[config.mk]
export PLATFORM = sky130hd
export DESIGN_NAME = bankreg_file
export DESIGN_NICKNAME = d
export VERILOG_FILES = /design/src/rtl/bankreg_pkg.sv /design/src/rtl/bankreg_map.sv /design/src/rtl/bankreg_rdport.sv /design/src/rtl/bankreg_ram.sv /design/src/rtl/bankreg_file.sv
export SDC_FILE = /design/constraint.sdc
export NUM_CORES = 2
export LEC_CHECK = 0
export BUFFER_PORTS_ARGS = -buffer_cell sky130_fd_sc_hd__buf_2
export CORE_MARGIN = 1
export CORE_UTILIZATION = 35
export CTS_BUF_LIST = sky130_fd_sc_hd__clkbuf_8
export DETAILED_ROUTE_END_ITERATION = 10
export PLACE_DENSITY = 0.57
export SYNTH_ARGS = -nofsm -noshare
export SYNTH_HDL_FRONTEND = slang
export SYNTH_SLANG_ARGS = --single-unit
[constraint.sdc]
create_clock -name clk -period 6.6 [get_ports clk]
set_input_delay 0.66 -clock clk [delete_from_list [all_inputs] [get_ports clk]]
set_output_delay 0.66 -clock clk [all_outputs]
set_load 0.02 [all_outputs]
[src/rtl/bankreg_pkg.sv]
`timescale 1ns/1ps
package bankreg_pkg;
    localparam int DW        = 8;
    localparam int DEPTH     = 128;
    localparam int AW        = $clog2(DEPTH);
    localparam int NREG      = 8;
    localparam int RW        = $clog2(NREG);
    localparam int NBANK     = 4;
    localparam int BW        = $clog2(NBANK);
    localparam int BANK_LSB  = 3;
    localparam int SPW       = 8;
    localparam logic [SPW-1:0] SP_RESET = 8'h07;
    localparam logic [AW-1:0]  BIT_BASE = 7'h20;

    typedef enum logic [2:0] {
        OP_NOP    = 3'd0,
        OP_REG_WR = 3'd1,
        OP_DIR_WR = 3'd2,
        OP_IND_WR = 3'd3,
        OP_PUSH   = 3'd4,
        OP_POP    = 3'd5,
        OP_SP_LD  = 3'd6,
        OP_BIT    = 3'd7
    } op_e;

    typedef struct packed {
        logic [SPW-1:0] sp;
        logic [DW-1:0]  pop_data;
    } state_t;
endpackage

[src/rtl/bankreg_map.sv]
`timescale 1ns/1ps
module bankreg_map
    import bankreg_pkg::*;
(
    input  logic [BW-1:0] bank_i,
    input  logic [RW-1:0] rnum_i,
    output logic [AW-1:0] addr_o
);
    localparam int PAD = AW - BW - RW;
    assign addr_o = {{PAD{1'b0}}, bank_i, rnum_i};
endmodule

[src/rtl/bankreg_rdport.sv]
`timescale 1ns/1ps
module bankreg_rdport
    import bankreg_pkg::*;
(
    input  logic [DEPTH-1:0][DW-1:0] mem_i,
    input  logic [AW-1:0]            addr_i,
    output logic [DW-1:0]            data_o
);
    assign data_o = mem_i[addr_i];
endmodule

[src/rtl/bankreg_ram.sv]
`timescale 1ns/1ps
module bankreg_ram
    import bankreg_pkg::*;
(
    input  logic                     clk,
    input  logic                     rst_n,
    input  logic                     we_i,
    input  logic [AW-1:0]            waddr_i,
    input  logic [DW-1:0]            wdata_i,
    input  logic [DW-1:0]            wmask_i,
    output logic [DEPTH-1:0][DW-1:0] mem_o
);
    logic [DEPTH-1:0][DW-1:0] mem_d, mem_q;

    always_comb begin
        mem_d = mem_q;
        if (we_i) begin
            mem_d[waddr_i] = (mem_q[waddr_i] & ~wmask_i) | (wdata_i & wmask_i);
        end
    end

    always_ff @(posedge clk or negedge rst_n) begin
        if (!rst_n) mem_q <= '0;
        else        mem_q <= mem_d;
    end

    assign mem_o = mem_q;

    // full-byte write lands intact
    assert_byte_write_R3: assert property (@(posedge clk) disable iff (!rst_n)
        (we_i && wmask_i == '1) |=> mem_q[$past(waddr_i)] == $past(wdata_i));

    // masked write keeps unmasked bits
    assert_mask_keep_R8: assert property (@(posedge clk) disable iff (!rst_n)
        we_i |=> ((mem_q[$past(waddr_i)] & ~$past(wmask_i)) ==
                  ($past(mem_q[waddr_i]) & ~$past(wmask_i))));
endmodule

[src/rtl/bankreg_file.sv]
`timescale 1ns/1ps
module bankreg_file
    import bankreg_pkg::*;
(
    input  logic          clk,
    input  logic          rst_n,
    input  logic [2:0]    op_i,
    input  logic [7:0]    status_i,
    input  logic [2:0]    reg_num_i,
    input  logic [6:0]    dir_addr_i,
    input  logic          ptr_sel_i,
    input  logic [7:0]    wdata_i,
    output logic [7:0]    reg_rdata_o,
    output logic [7:0]    dir_rdata_o,
    output logic [7:0]    ind_rdata_o,
    output logic [7:0]    sp_o,
    output logic [7:0]    pop_data_o
);
    localparam int NPORT = 5;
    localparam int P_REG = 0, P_DIR = 1, P_PTR = 2, P_IND = 3, P_TOP = 4;
    localparam int BITSEL = $clog2(DW);

    op_e                      op;
    logic [BW-1:0]            bank;
    logic [DEPTH-1:0][DW-1:0] mem;
    logic [AW-1:0]            reg_addr, ptr_addr;
    logic [AW-1:0]            rd_addr [NPORT];
    logic [DW-1:0]            rd_data [NPORT];
    logic                     we;
    logic [AW-1:0]            waddr;
    logic [DW-1:0]            wdata, wmask;
    logic [SPW-1:0]           sp_inc, sp_dec;
    state_t                   st_d, st_q;

    assign op   = op_e'(op_i);
    assign bank = status_i[BANK_LSB +: BW];

    bankreg_map u_map_reg (.bank_i(bank), .rnum_i(reg_num_i), .addr_o(reg_addr));
    bankreg_map u_map_ptr (.bank_i(bank), .rnum_i({{(RW-1){1'b0}}, ptr_sel_i}),
                           .addr_o(ptr_addr));

    assign rd_addr[P_REG] = reg_addr;
    assign rd_addr[P_DIR] = dir_addr_i;
    assign rd_addr[P_PTR] = ptr_addr;
    assign rd_addr[P_IND] = rd_data[P_PTR][AW-1:0];
    assign rd_addr[P_TOP] = st_q.sp[AW-1:0];

    for (genvar g = 0; g < NPORT; g++) begin : g_rd
        bankreg_rdport u_rd (.mem_i(mem), .addr_i(rd_addr[g]), .data_o(rd_data[g]));
    end

    bankreg_ram u_ram (
        .clk(clk), .rst_n(rst_n), .we_i(we), .waddr_i(waddr),
        .wdata_i(wdata), .wmask_i(wmask), .mem_o(mem)
    );

    assign sp_inc = st_q.sp + 1'b1;
    assign sp_dec = st_q.sp - 1'b1;

    always_comb begin
        st_d  = st_q;
        we    = 1'b0;
        waddr = dir_addr_i;
        wdata = wdata_i;
        wmask = '1;
        case (op)
            OP_REG_WR: begin we = 1'b1; waddr = reg_addr; end
            OP_DIR_WR: begin we = 1'b1; waddr = dir_addr_i; end
            OP_IND_WR: begin we = 1'b1; waddr = rd_data[P_PTR][AW-1:0]; end
            OP_PUSH: begin
                we        = 1'b1;
                waddr     = sp_inc[AW-1:0];
                st_d.sp   = sp_inc;
            end
            OP_POP: begin
                st_d.pop_data = rd_data[P_TOP];
                st_d.sp       = sp_dec;
            end
            OP_SP_LD: st_d.sp = wdata_i;
            OP_BIT: begin
                we    = 1'b1;
                waddr = BIT_BASE + AW'(wdata_i[AW-1:BITSEL]);
                wdata = {DW{wdata_i[DW-1]}};
                wmask = DW'(1) << wdata_i[BITSEL-1:0];
            end
            default: ;
        endcase
    end

    always_ff @(posedge clk or negedge rst_n) begin
        if (!rst_n) st_q <= '{sp: SP_RESET, pop_data: '0};
        else        st_q <= st_d;
    end

    assign reg_rdata_o = rd_data[P_REG];
    assign dir_rdata_o = rd_data[P_DIR];
    assign ind_rdata_o = rd_data[P_IND];
    assign sp_o        = st_q.sp;
    assign pop_data_o  = st_q.pop_data;

    assert_push_step_R5: assert property (@(posedge clk) disable iff (!rst_n)
        (op_i == OP_PUSH) |=> sp_o == $past(sp_o) + 8'd1);
    assert_push_data_R5: assert property (@(posedge clk) disable iff (!rst_n)
        (op_i == OP_PUSH) |=> mem[sp_o[AW-1:0]] == $past(wdata_i));
    assert_pop_step_R6: assert property (@(posedge clk) disable iff (!rst_n)
        (op_i == OP_POP) |=> sp_o == $past(sp_o) - 8'd1);
    assert_pop_data_R6: assert property (@(posedge clk) disable iff (!rst_n)
        (op_i == OP_POP) |=> pop_data_o == $past(mem[sp_o[AW-1:0]]));
    assert_sp_load_R7: assert property (@(posedge clk) disable iff (!rst_n)
        (op_i == OP_SP_LD) |=> sp_o == $past(wdata_i));
    assert_sp_hold_R7: assert property (@(posedge clk) disable iff (!rst_n)
        (op_i != OP_PUSH && op_i != OP_POP && op_i != OP_SP_LD) |=> $stable(sp_o));
    assert_nop_quiet_R9: assert property (@(posedge clk) disable iff (!rst_n)
        (op_i == OP_NOP) |=> $stable(mem));
endmodule

# [After elaboration in Yosys (flattened, before gate mapping)]
# Index checks and enable logic that the tools add are counted.
[op_classes] shift=1 n_reduce_logical=3 n_lt_le_gt_ge=7 bitwise=4 mux=20 add_sub_neg=3 mul=0 n_div=0 n_eq_ne=7
[ops] operator="1024-bit bitwise mux" n=1
[ops] operator="8-bit binary-select mux with 7-bit select" n=4
[ops] operator="8-bit demux with 7-bit select" n=1
[ops] operator="8-bit two-way mux" n=7
[ops] operator="8-bit binary-select mux with 5-bit select" n=1
[ops] operator="7-bit by 8-bit < comparator with 1-bit output, second input constant" n=4
[ops] operator="7-bit case mux with 4 select lines" n=1
[ops] operator="8-bit binary-select mux with 3-bit select" n=1
[ops] operator="8-bit case mux with 3 select lines" n=1
[ops] operator="8-bit bitwise AND" n=2
[ops] operator="5-bit by 8-bit < comparator with 1-bit output, second input constant" n=2
[ops] operator="7-bit two-way mux" n=2
[ops] operator="3-bit equality test, second input constant" n=4
[ops] operator="8-bit by 1-bit adder with 8-bit output, second input constant" n=1
[ops] operator="8-bit NOT" n=1
[ops] operator="8-bit bitwise OR" n=1
[ops] operator="1-bit by 3-bit left shift with 8-bit output, first input constant" n=1
[ops] operator="8-bit by 1-bit subtractor with 8-bit output, second input constant" n=1
[ops] operator="6-bit by 4-bit adder with 7-bit output, first input constant" n=1
[ops] operator="7-bit by 1-bit >= comparator with 1-bit output, second input constant" n=1
[ops] operator="3-bit by 2-bit equality test with 1-bit output, second input constant" n=2
[ops] operator="5-bit OR reduction" n=1
[ops] operator="3-bit by 1-bit equality test with 1-bit output, second input constant" n=1
[ops] operator="3-bit nonzero test" n=1
[ops] operator="other kinds (2)" n=2
[totals] wordCells=175 n_memories=0 ff_bits=1040 ramBits=0 romBits=0 latch_bits=0 in_bits=32

# [Longest topological paths before layout]
[depth] ltp_word=8 mapped_depth=19

# [Cells and area by module]
# A second synthesis with hierarchy kept.
[hier_totals] cells_unflattened=6731 hier_area_um2=87655.3
[modules_own_cells] module="bankreg_ram" instances=1 area_per_inst_um2=45788.9 cells_each=4371
[modules_own_cells] module="bankreg_rdport" instances=5 area_per_inst_um2=8006.4 cells_each=420
[modules_own_cells] module="bankreg_file" instances=1 area_per_inst_um2=1721.7 cells_each=244
[modules_own_cells] module="bankreg_map" instances=2 area_per_inst_um2=56.3 cells_each=8

# [Worst setup path after synthesis]
# No wires, ideal clock.
[synth_timing] path_type="flip-flop to flip-flop" startpoint="register st_q (netlist bit sp_o[0])" endpoint="register u_ram.mem_q (netlist bit u_ram.mem_o[334])" setup_time_ps=125 path_buffers=7 arrival_time_ps=4583 synth_period_minus_slack_ps=4708 required_time_ps=6475 slack_ps=1892 path_stages_with_launch=19 cell_sequence="dfstp_2 -> clkbuf_1 -> clkbuf_1 -> buf_1 -> clkbuf_1 -> inv_1 -> ha_1 -> o221ai_2 -> o22ai_4 -> o21ai_1 -> buf_2 -> buf_2 -> a21oi_1 -> o41ai_2 -> o2111a_1 -> nand4_1 -> o22a_1 -> buf_6 -> mux2_2"
[synth_between] elab_chain_len=7 elab_cells_between_ends=12
[synth_lines] item="from (decl)" line_no="bankreg_file.sv:33" rtl="state_t st_d, st_q;"
[synth_lines] item="from (signal assigned)" line_no="bankreg_file.sv:91" rtl="if (!rst_n) st_q <= '{sp: SP_RESET, pop_data: '0};"
[synth_lines] item="from (signal assigned)" line_no="bankreg_file.sv:92" rtl="else st_q <= st_d;"
[synth_lines] item="8-bit by 1-bit adder with 8-bit output (*)" line_no="bankreg_file.sv:57" rtl="assign sp_inc = st_q.sp + 1'b1;"
[synth_lines] item="7-bit case mux with 4 select lines (*)" line_no="bankreg_file.sv:66" rtl="case (op)"
[synth_lines] item="8-bit binary-select mux with 7-bit select (tied with other cells)" line_no="bankreg_ram.sv:18" rtl="mem_d[waddr_i] = (mem_q[waddr_i] & ~wmask_i) | (wdata_i & wmask_i);"
[synth_lines] item="8-bit two-way mux (implied by the code) or 1-bit logical AND (tied branches)" line_no="bankreg_ram.sv:18"
[synth_lines] item="8-bit bitwise AND or 8-bit two-way mux (tied branches)" line_no="bankreg_ram.sv:18"
[synth_lines] item="8-bit bitwise OR or 8-bit demux with 7-bit select (tied branches)"
[synth_lines] item="1024-bit bitwise mux (*)" line_no="bankreg_ram.sv:18"
[synth_lines] item="to (signal assigned)" line_no="bankreg_ram.sv:24" rtl="else mem_q <= mem_d;"
[synth_lines] item="to (decl)" line_no="bankreg_ram.sv:13" rtl="logic [DEPTH-1:0][DW-1:0] mem_d, mem_q;"
# Every way passes the cells marked *; elsewhere a longest branch is shown, timed or not. The select of a mux whose other input is x is not followed.
# A chain may end at the register's enable or synchronous reset.

# [Final worst setup path]
[layout_timing] startpoint="register u_ram.mem_q (netlist bit u_ram.mem_o[65])" endpoint="output ind_rdata_o[3]"
[layout_between] elab_chain_len=4
[layout_lines] item="8-bit binary-select mux with 3-bit select" line_no="bankreg_rdport.sv:9" rtl="assign data_o = mem_i[addr_i];"
[layout_lines] item="7-bit two-way mux (implied by the code)" line_no="bankreg_rdport.sv:9"
[layout_lines] item="8-bit binary-select mux with 7-bit select" line_no="bankreg_rdport.sv:9"
[layout_lines] item="8-bit two-way mux (implied by the code)" line_no="bankreg_rdport.sv:9"
[layout_lines] item="to (decl)" line_no="bankreg_file.sv:15" rtl="output logic [7:0] ind_rdata_o,"
# No other way between the ends. The select of a mux whose other input is x is not followed.

==> impl_metrics.tcl <==
set metrics [dict create \
    tightest_slew_ps 1380 \
    crit_path_max_fanout 67 \
    gp_congestion 1.02 \
    grt_usage_pct 28.9 \
    switchingPower_uw 12300 \
    drt-met1-wl_mm 116 \
    synth_ff_type "dfrtp_1" \
    met2_length_mm 129 \
    drv_slew 0 \
    htreeDepth 4 \
    routed_wl_mm 302 \
    period_share_pct 92.9 \
    synthesis.nets 7447 \
    pwr-share-clk_pct 24.0 \
    avgSynthCellArea_um2 9.54 \
    clkTransAtPathRegs_ps 60 \
    synthToLayoutAreaGrowth_pct 10.6 \
    synth_simple_gate_area_share_pct 12.8 \
    num_rows 164 \
    synth_area_mm2 0.0707 \
    wl_met3_mm 37.6 \
    post-dp-hpwl_mm 195 \
    ir_drop_uv 400 \
    vias 64524 \
    ant_nets 0 \
    yosysTopAreaCellShare_pct 36.7 \
    ys_async_sr_fraction_pct 100 \
    routed_via_density 6.47 \
    fmax_mhz 163 \
    initial_core_util_pct 35.3 \
    swShare_pct 43.8 \
    endpoint_kind "primary output" \
    ys_types 84 \
    synth.area.top_cells "dfrtp_1, mux4_2, nand2_1" \
    clock_path_buffers 3 \
    fill_cells 19735 \
    worst_slack_ps 466 \
    synth.ff_latch_count 1040 \
    finClkSkew_ps 49.7 \
    grt_start_max_net_pins 152 \
    clockRootBuffer "clkbuf_8" \
    postCtsSetupBuffers 0 \
    grt_pass1_vias 59767 \
    synth_enable_flop_cells 0 \
    synthXorXnorAreaFrac_pct 0.0991 \
    hp-class "input pin to flop" \
    seqPwrFrac_pct 33.7 \
    clkSinkCount 1040 \
    drt-initial-drc-count 8303 \
    syn_inst 7413 \
    overflow 0 \
    die_h_um 452 \
    yosys.area_share.adder_pct 0.0354 \
    avgRoutedWirePerCell_um 30.2 \
    post-place-ws_ps 748 \
    ys_seq_area_share_pct 36.8 \
    synth_top_family_by_area "multiplexers" \
    worstSetupPathType "flop to primary output" \
    worst_skew_pair.late_latency_ps 950 \
    remaining_drc_errors 0 \
    start_kind "flop" \
    place_area_mm2 0.0741 \
    finalSetupViolations 0 \
    yosys.area.top_type "dfrtp_1" \
    cts_tree "yes" \
    drive_above_1_share_pct 17.6 \
    cellPowerDensity_mw_per_mm2 360 \
    max-slew-margin-rel_pct 7.57 \
    io_buffers 65 \
    final_area_mm2 0.0782 \
    internal_power_uw 15800 \
    muxShareOfSynthArea_pct 25.9 \
    post-route-min-period_ps 6130 \
    fp.coreArea_mm2 0.200 \
    leakage_uw 0.0318 \
    fin_nets 7192 \
    dieWidth_um 452 \
    rsz0062_at_grt "false" \
    finalSetupTns_ps 0 \
    top_layer_used "met5" \
    ys_warn_count 0 \
    cp.required_ps 5940 \
    synth_compound_area_share_pct 20.1 \
    design.portCount 72 \
    cp.arrival_ps 5470 \
    grt_pass1_wl_mm 434 \
    cts_buffers 191 \
    antenna_found_initial 23 \
    cap_violations 0 \
    die_area_mm2 0.204 \
    pwr-share-comb_pct 42.3 \
    firstDrtPassIters 8 \
    hold_viol_final 0 \
    status "finished, final reports clean" \
]
routing by layer:
metal | vias to the layer above | GRT usage (%)
met5 | - | 0
met4 | 10 | 15.9
met3 | 844 | 8.83
met2 | 4317 | 42.0
met1 | 32024 | 38.4
li1 | 27329 | -
repair_timing:
item / CTS / global route
hold endpoints to repair: 45 / 0
resized for setup: 0 / 0
hold buffers: 1 / 0
layout make-up:
cell class	instances	area (um^2)	area share [%]
antenna	10	25.0	0.0320
clock buffer	251	3450	4.42
clock inverter	97	651	0.832
inverter	9	35.0	0.0448
multi-input combinational	5615	41900	53.6
sequential	1040	26000	33.3
tap	2656	3320	4.25
timing repair buffer	301	2780	3.56
power groups by stage:
stage | clock [uW] | combinational, uW | sequential (uW)
3_3_place_gp | 0 | 11300 | 9410
5_1_grt | 7100 | 12400 | 9690
2_1_floorplan | 0 | 7370 | 8900
3_5_place_dp | 0 | 11500 | 9530
6_report | 6770 | 11900 | 9500
4_1_cts | 6830 | 11500 | 9420
cell usage after synthesis (8+ instances only):
| master | instances |
|---|---|
| nand2_1 | 1468 |
| o21ai_0 | 1085 |
| dfrtp_1 | 1037 |
| clkbuf_1 | 580 |
| mux4_2 | 559 |
| mux2i_1 | 494 |
| a211oi_1 | 397 |
| a21oi_1 | 250 |
| nor2_1 | 243 |
| and2_1 | 213 |
| nand3_1 | 129 |
| o221ai_1 | 126 |
| a31oi_1 | 123 |
| o22ai_1 | 112 |
| buf_1 | 99 |
| mux2_2 | 65 |
| nor3_1 | 57 |
| buf_2 | 53 |
| o211ai_1 | 53 |
| a311oi_1 | 24 |
| a221oi_1 | 22 |
| o21a_1 | 19 |
| a211o_1 | 9 |
| nor2b_1 | 9 |
| a311o_1 | 8 |
| a31o_2 | 8 |
| o311ai_0 | 8 |
registers in the layout, summed over array words and instances (netlist names):
register and count:
sp_o 8, pop_data_o 8, u_ram.mem_o 1024
worst max-delay path, stage by stage, from the launching register on:
cell and delay [ps]:
dfrtp_1 490, mux2i_1 210, mux4_4 890, buf_12 280, and2_1 240, a211oi_1 220, a211oi_1 80, a211oi_1 310
a311oi_1 180, a211oi_1 730, a311oi_1 210, a31o_2 380, buf_2 190
cells in the final DEF, fill, tap and decap left out, types with 9 or more instances in the layout:
cell type	n
clkbuf_8	251
a31oi_1	123
nand3_1	127
o22ai_1	111
diode_2	10
o211ai_1	53
inv_1	55
mux4_2	558
dfrtp_1	1035
a211oi_1	396
o21ai_0	1085
nor2b_1	9
mux2_2	64
buf_4	187
nor2_1	239
mux2i_1	489
a311oi_1	24
nor3_1	57
nand2_1	1461
a211o_1	9
buf_12	51
clkinv_2	31
o21a_1	19
a21oi_1	249
and2_1	213
o221ai_1	126
buf_2	58
a221oi_1	22
worst paths after layout:
path	start	slack (ps)	to	depth (start not counted)
setup / recovery	u_ram.mem_o[65]	470	ind_rdata_o[3]	12
hold reg to reg	pop_data_o[1]	500	pop_data_o[1]	2
hold / removal	wdata_i[0]	140	sp_o[0]	3
max in group asynchronous	rst_n	4550	u_ram.mem_o[941]	4
min in group asynchronous	rst_n	300	u_ram.mem_o[81]	2
setup reg to reg	sp_o[1]	1310	u_ram.mem_o[759]	12
metrics by stage:
step / instances / total power (uW) / utilization [%] / hold slack (ps)
6_report: 9979 / 28200 / 39.1 / 137
3_3_place_gp: 9620 / 20800 / 37.0 / 490
4_1_cts: 9969 / 27800 / 39.0 / 78.5
3_5_place_dp: 9620 / 21000 / 37.0 / 479
5_1_grt: 9971 / 29200 / 39.0 / 128
2_1_floorplan: 7413 / 16300 / - / 364
logic make-up after synthesis:
family	count (synthesis)
adder cells (fa/ha/maj)	2
AO/OA/AOI/OAI	2319
AND/OR/NAND/NOR	2166
buffers and inverters	758
multiplexers	1120
XOR/XNOR	8
flip-flops	1040
(Power assumes the default switching activity.)
